===== config.mk =====
export PLATFORM = sky130hd
export DESIGN_NAME = prog_exc_encoder
export DESIGN_NICKNAME = d
export VERILOG_FILES = /design/src/rtl/prog_exc_pkg.sv /design/src/rtl/prog_exc_detect.sv /design/src/rtl/prog_exc_prio.sv /design/src/rtl/prog_exc_ctrl.sv /design/src/rtl/prog_exc_encoder.sv
export SDC_FILE = /design/constraint.sdc
export NUM_CORES = 1
export LEC_CHECK = 0
export BUFFER_PORTS_ARGS = -buffer_cell sky130_fd_sc_hd__buf_4
export CAP_MARGIN = 15
export CORE_AREA = 2 2 39 41
export DETAILED_ROUTE_END_ITERATION = 8
export DIE_AREA = 0 0 41 43
export SLEW_MARGIN = 20
export SYNTH_ARGS = -nofsm -noshare
export SYNTH_HDL_FRONTEND = slang
export SYNTH_SLANG_ARGS = --single-unit

===== constraint.sdc =====
create_clock -name clk -period 1.57 [get_ports clk]
set_input_delay 0.2355 -clock clk [delete_from_list [all_inputs] [get_ports clk]]
set_output_delay 0.2355 -clock clk [all_outputs]
set_load 0.05 [all_outputs]

===== src/rtl/prog_exc_pkg.sv =====
package prog_exc_pkg;

    parameter int PE_CODE_W = 8;
    parameter int PE_NCOND  = 10;

    typedef enum logic [0:0] {
        ST_IDLE = 1'b0,
        ST_HOLD = 1'b1
    } pe_state_e;

    // Condition index -> interruption code; index 0 has the highest priority.
    function automatic logic [PE_CODE_W-1:0] cond_code(input int idx);
        logic [PE_CODE_W-1:0] c;
        case (idx)
            0:       c = PE_CODE_W'(8'h01);
            1:       c = PE_CODE_W'(8'h02);
            2:       c = PE_CODE_W'(8'h03);
            default: c = PE_CODE_W'(idx + 6);
        endcase
        return c;
    endfunction

endpackage


===== src/rtl/prog_exc_detect.sv =====
module prog_exc_detect
    import prog_exc_pkg::*;
#(
    parameter int CHAR_W     = 9,
    parameter int CHAR_LIMIT = 127
) (
    input  logic                     op_impl,
    input  logic                     op_priv,
    input  logic                     problem_state,
    input  logic                     exec_of_exec,
    input  logic                     fxd_div_lost,
    input  logic                     dec_ovf_lost,
    input  logic                     dec_div_lost,
    input  logic                     fp_result,
    input  logic                     fp_addsub,
    input  logic                     fp_divide,
    input  logic signed [CHAR_W-1:0] fp_char,
    input  logic                     fp_frac_zero,
    input  logic                     fp_divisor_zero,
    output logic [PE_NCOND-1:0]      cond
);

    localparam logic signed [CHAR_W-1:0] LIMIT = CHAR_W'(CHAR_LIMIT);

    logic char_high;
    logic char_neg;

    assign char_high = (fp_char > LIMIT);
    assign char_neg  = fp_char[CHAR_W-1];

    always_comb begin
        cond    = '0;
        cond[0] = ~op_impl;
        cond[1] = op_priv & problem_state;
        cond[2] = exec_of_exec;
        cond[3] = fxd_div_lost;
        cond[4] = dec_ovf_lost;
        cond[5] = dec_div_lost;
        cond[6] = fp_result & char_high & ~fp_frac_zero;
        cond[7] = fp_result & char_neg & ~fp_frac_zero;
        cond[8] = fp_addsub & fp_frac_zero;
        cond[9] = fp_divide & fp_divisor_zero;
    end

endmodule


===== src/rtl/prog_exc_prio.sv =====
module prog_exc_prio
    import prog_exc_pkg::*;
(
    input  logic [PE_NCOND-1:0]  cond,
    output logic                 hit,
    output logic [PE_CODE_W-1:0] code
);

    always_comb begin
        hit  = 1'b0;
        code = '0;
        for (int i = PE_NCOND - 1; i >= 0; i--) begin
            if (cond[i]) begin
                hit  = 1'b1;
                code = cond_code(i);
            end
        end
    end

endmodule


===== src/rtl/prog_exc_ctrl.sv =====
module prog_exc_ctrl
    import prog_exc_pkg::*;
(
    input  logic                 clk,
    input  logic                 rst_n,
    input  logic                 sample,
    input  logic                 hit,
    input  logic [PE_CODE_W-1:0] code_in,
    input  logic                 ack,
    output logic                 valid,
    output logic [PE_CODE_W-1:0] code_out
);

    pe_state_e state_q;
    pe_state_e state_d;
    logic      capture;

    assign capture = (state_q == ST_IDLE) && sample && hit;

    always_comb begin
        state_d = state_q;
        unique case (state_q)
            ST_IDLE: if (capture) state_d = ST_HOLD;
            ST_HOLD: if (ack)     state_d = ST_IDLE;
            default:              state_d = ST_IDLE;
        endcase
    end

    always_ff @(posedge clk or negedge rst_n) begin
        if (!rst_n) state_q <= ST_IDLE;
        else        state_q <= state_d;
    end

    always_ff @(posedge clk or negedge rst_n) begin
        if (!rst_n)       code_out <= '0;
        else if (capture) code_out <= code_in;
    end

    assign valid = (state_q == ST_HOLD);

endmodule


===== src/rtl/prog_exc_encoder.sv =====
module prog_exc_encoder
    import prog_exc_pkg::*;
#(
    parameter int CHAR_W     = 9,
    parameter int CHAR_LIMIT = 127
) (
    input  logic                     clk,
    input  logic                     rst_n,
    input  logic                     chk_valid,
    input  logic                     op_impl,
    input  logic                     op_priv,
    input  logic                     problem_state,
    input  logic                     exec_of_exec,
    input  logic                     fxd_div_lost,
    input  logic                     dec_ovf_lost,
    input  logic                     dec_div_lost,
    input  logic                     fp_result,
    input  logic                     fp_addsub,
    input  logic                     fp_divide,
    input  logic signed [CHAR_W-1:0] fp_char,
    input  logic                     fp_frac_zero,
    input  logic                     fp_divisor_zero,
    input  logic                     exc_ack,
    output logic                     exc_valid,
    output logic [PE_CODE_W-1:0]     exc_code
);

    logic [PE_NCOND-1:0]  cond;
    logic                 hit;
    logic [PE_CODE_W-1:0] sel_code;

    prog_exc_detect #(
        .CHAR_W     (CHAR_W),
        .CHAR_LIMIT (CHAR_LIMIT)
    ) u_detect (
        .op_impl         (op_impl),
        .op_priv         (op_priv),
        .problem_state   (problem_state),
        .exec_of_exec    (exec_of_exec),
        .fxd_div_lost    (fxd_div_lost),
        .dec_ovf_lost    (dec_ovf_lost),
        .dec_div_lost    (dec_div_lost),
        .fp_result       (fp_result),
        .fp_addsub       (fp_addsub),
        .fp_divide       (fp_divide),
        .fp_char         (fp_char),
        .fp_frac_zero    (fp_frac_zero),
        .fp_divisor_zero (fp_divisor_zero),
        .cond            (cond)
    );

    prog_exc_prio u_prio (
        .cond (cond),
        .hit  (hit),
        .code (sel_code)
    );

    prog_exc_ctrl u_ctrl (
        .clk      (clk),
        .rst_n    (rst_n),
        .sample   (chk_valid),
        .hit      (hit),
        .code_in  (sel_code),
        .ack      (exc_ack),
        .valid    (exc_valid),
        .code_out (exc_code)
    );

endmodule


### Yosys cells after proc, flatten, opt, wreduce, memory -nomap -nowiden

Cells that the tools add are included.

| storage, ports and cells | value |
|---|---|
| register bits | 9 |
| word-level logic and storage cells | 37 |

| operators by class | value |
|---|---|
| reductions and logical operators | 2 |
| order comparisons | 1 |
| muxes and demuxes | 23 |
| bitwise logic cells | 9 |

Operator list:

| kind | number |
|---|---|
| 4-bit two-way mux | 10 |
| 1-bit two-way mux | 12 |
| 9-bit by 8-bit > comparator with 1-bit output, second input constant | 1 |
| 1-bit bitwise AND | 7 |
| 1-bit logical AND | 2 |
| 1-bit NOT | 2 |
| 1-bit one-hot mux with 2 select lines | 1 |

### Depth between registers and ports, before layout

| depth | value |
|---|---|
| depth in word-level cells | 14 |
| mapped depth | 4 |
| depth with buffers taken out | 4 |

### By module

Synthesis repeated with hierarchy kept, for this count alone.

| unflattened totals | value |
|---|---|
| cells, all modules | 54 |
| area total of the unflattened synthesis | 584.3 um^2 |

Modules (own cells, without submodules):

| module | cells an instance | area each (um^2) | instances |
|---|---|---|---|
| prog_exc_ctrl | 20 | 344.1 | 1 |
| prog_exc_prio | 24 | 163.9 | 1 |
| prog_exc_detect | 10 | 76.3 | 1 |

### Worst setup path after synthesis

No wires, ideal clock.

| path | value |
|---|---|
| path type | flip-flop to flip-flop |
| start | register u_ctrl.state_q (netlist: u_ctrl.valid) |
| end | register u_ctrl.code_out[0] |
| data required time | 1445 ps |
| stages on the path, launching flop included | 4 |
| period minus slack after synthesis | 1351 ps |
| arrival time | 1227 ps |
| path slack | 219 ps |
| path through | dfrtp_1 > nor2b_1 > o21ai_2 > mux2_2 |

| between the ends | value |
|---|---|
| longest elaborated chain between the ends | 3 |

Ends and longest elaborated chain:

| what | RTL line | source |
|---|---|---|
| start, declared | prog_exc_ctrl.sv:14 | `pe_state_e state_q;` |
| start signal, assigned | prog_exc_ctrl.sv:31 | `else state_q <= state_d;` |
| 1-bit NOT | - |  |
| 1-bit logical AND (2 in series) | prog_exc_ctrl.sv:18 | `assign capture = (state_q == ST_IDLE) && sample && hit;` |
| end signal, assigned | prog_exc_ctrl.sv:36 | `else if (capture) code_out <= code_in;` |
| end, declared | prog_exc_ctrl.sv:11 | `output logic [PE_CODE_W-1:0] code_out` |

Every way passes these cells.
A chain may end at the register's enable or synchronous reset.

### Worst setup path after layout

| path | value |
|---|---|
| start | input op_priv |
| end | register u_ctrl.code_out[0] |

| between the ends | value |
|---|---|
| longest elaborated chain between the ends | 4 |
| elaborated cells on any way between the ends | 6 |
| those cells by class | 4 x mux; 1 x bitwise; 1 x reduce/logical |

Ends and longest elaborated chain:

| what | RTL line | source |
|---|---|---|
| start, declared | prog_exc_encoder.sv:11 | `input logic op_priv,` |
| 1-bit bitwise AND * | prog_exc_detect.sv:34 | `cond[1] = op_priv & problem_state;` |
| 1-bit two-way mux (2 in series) | prog_exc_prio.sv:13 | `if (cond[i]) begin` |
| 1-bit logical AND | prog_exc_ctrl.sv:18 |  |

Every way passes the cells marked *; elsewhere a longest branch is shown, timed or not.

==> metrics <==
outcome finished clean; WHS Path Cells 2; total power 583.5 uW; Hold EP u_ctrl.valid; Yosys reg bits 5; synthesized area 360.3 um^2; grt total ovfl 0; Clock Path Buffers 2; row count 14; required time worst endpoint 1.69 ns; R2R depth 3; routability congestion estimate 0.6018; H-tree Lvls 1; sum of negative setup slack 0 ns; kind of start point of the critical path input port; placed cell areas 526.8 um^2; ANT nets after route 0; Primary FF master, synth dfrtp_1; First-pass DRT Iterations 1; P&R area growth vs syn 56.25%; final worst setup slack 0.3787 ns; Sw Pwr 231.6 uW; vias in the first global route 389; CTS tree done; worst r2r dst u_ctrl.code_out[0]; hold path startpoint exc_ack; Crit-path slowest cell mux2_2; Via density 4.573; EDFF count, synth 0; initial detailed-routing violation count 0; CP endpoint kind flip-flop; Sw Ratio 39.70%; total CTS buffers 3; io pins 34; leakage 0.0002672 uW; antenna cells 0; Clk pwr share 24.5%; first-pass GRT wire length 1.518 mm; Cell Pwr Density 1036 nW/um^2; fin crit share 75.88%; Post-Route WL 856 um; overall routing resource usage 12.53%; initial antenna violation count 0; Die ar. 1763 um^2; delay-heaviest family, CP compound AO/OA/AOI/OAI gates; sequential share of power 29.1%; largest net degree at the start of global routing 6; FF-to-FF setup slack 0.38 ns; yosys warns 0; max-slew violations 0; R2R Path Start u_ctrl.valid; Max-Cap Viols 0; critical path arrival 1.31 ns; combinational fraction of design power 46.3%; Detailed Place HPWL 745.6 um; ys async rst share 100.0%; CTS hold repair buffers 1; Syn Inst Count 40; Final Hold Violating Endpoints 0; clock-pin slew on the worst setup and hold paths 0.04 ns; leading cell type in the layout, fill and taps excluded buf_4; clock latency on the worst-skew pair 0.24 ns; Vias 375; root buf cell clkbuf_4; CP max FO 4; routed len/inst 10.44 um; Int Pwr 351.8 uW; WS Path Type input port to flip-flop; Initial Util 26.04%; Avg Cell Area, Syn 9.009 um^2; sequential area share after synthesis 34.72%; fin area 563.0 um^2; fill count 141; most frequent cells in the layout buf_4, dfrtp_1, conb_1; worst vdd ir 478.6 uV; fmax 0.8394 GHz; post-place setup slack 0.1171 ns; IO Port Bufs 22; post-cts resize count 0; register area 125.1 um^2; share of layout cells above drive strength 1 42.42%; Crit path largest cell delay 0.35 ns; hold_ws 0.1787 ns; CP bufs+invs 1; Final Critical Period 1.191 ns; CTS Sinks 5; Final Skew 0.003930 ns; Remaining DRCs 0; Post-CTS Setup Bufs 0; Setup-failing EPs final 0; die height 43 um; core area 1384 um^2; chip width 41 um; Hold WC Path Type input port to flip-flop; CP cell instances buf_4, a21oi_1, nand3_1, o21ai_2, mux2_2; RSZ-0062 raised after global routing no; Yosys cell types 26; nets 92; multi-input logic area 209.0 um^2
-- final cells by class --
cell class / count / share of cell area (%)
inverter: 2 / 1.333
timing repair buffer: 23 / 31.11
sequential: 5 / 22.22
clock buffer: 4 / 4.667
tap: 16 / 3.556
multi-input combinational: 32 / 37.11
-- registers in the layout, summed over array words and instances, names as in the netlist --
signal	cells
u_ctrl.code_out	4
u_ctrl.valid	1
-- worst register-to-register path, cell delays in order (launching register included) --
cell and delay (ns):
dfrtp_1 0.39, nor2b_1 0.27, o21ai_2 0.13, mux2_2 0.29
-- metal layers --
metal	part of all wire [%]	up-vias	GRT usage, %
met4	0	0	6.000
li1	-	192	-
met2	47	18	20.00
met3	9.1	0	2.618
met5	0	-	0
met1	44	165	15.08
-- cells in the mapped netlist (2+ instances only) --
cell       number  area share, %
buf_4           4            8.3
o21ai_0         2            2.8
inv_1           2            2.1
mux2_2          2            6.2
nand2_1         3            3.1
a2bb2oi_1       2            4.9
dfrtp_1         5             35
nand2b_1        2            3.5
-- through the flow --
| stage | util, % | cells |
|---|---|---|
| after floorplan | - | 43 |
| after global placement | 38.07 | 77 |
| after detailed placement | 38.07 | 77 |
| after CTS | 40.69 | 82 |
| after global routing | 40.69 | 82 |
| final | 40.69 | 82 |
-- worst max-delay path by stage --
stage	startpoint	to	slack, ns	cells after the start
floorplan	u_ctrl.valid	u_ctrl.code_out[0]	0.22	3
global placement	op_priv	u_ctrl.code_out[0]	0.12	5
detailed placement	op_priv	u_ctrl.code_out[1]	0.12	5
CTS	u_ctrl.valid	u_ctrl.code_out[1]	0.36	3
global route	u_ctrl.valid	u_ctrl.code_out[1]	0.27	3
finish	op_priv	u_ctrl.code_out[0]	0.38	5
-- logic make-up (layout without fill, tap and decap cells) --
kind of cell / count (synthesis) / after routing / share of synthesized area (%)
compound gates: 13 / 13 / 27.09
buf+inv: 6 / 29 / 10.42
flops: 5 / 5 / 34.72
mux: 2 / 2 / 6.250
simple gates: 13 / 13 / 20.49
other cells: 1 / 4 / 1.041
-- power by group through the flow --
stage          Sequential [uW]  Combinational (uW)  Clock (uW)
5_1_grt                    174                 289         166
3_3_place_gp               173                 268           0
6_report                   170                 270         143
2_1_floorplan              266                85.2           0
3_5_place_dp               172                 270           0
4_1_cts                    171                 273         150
Power figures use the tool's default switching activity.
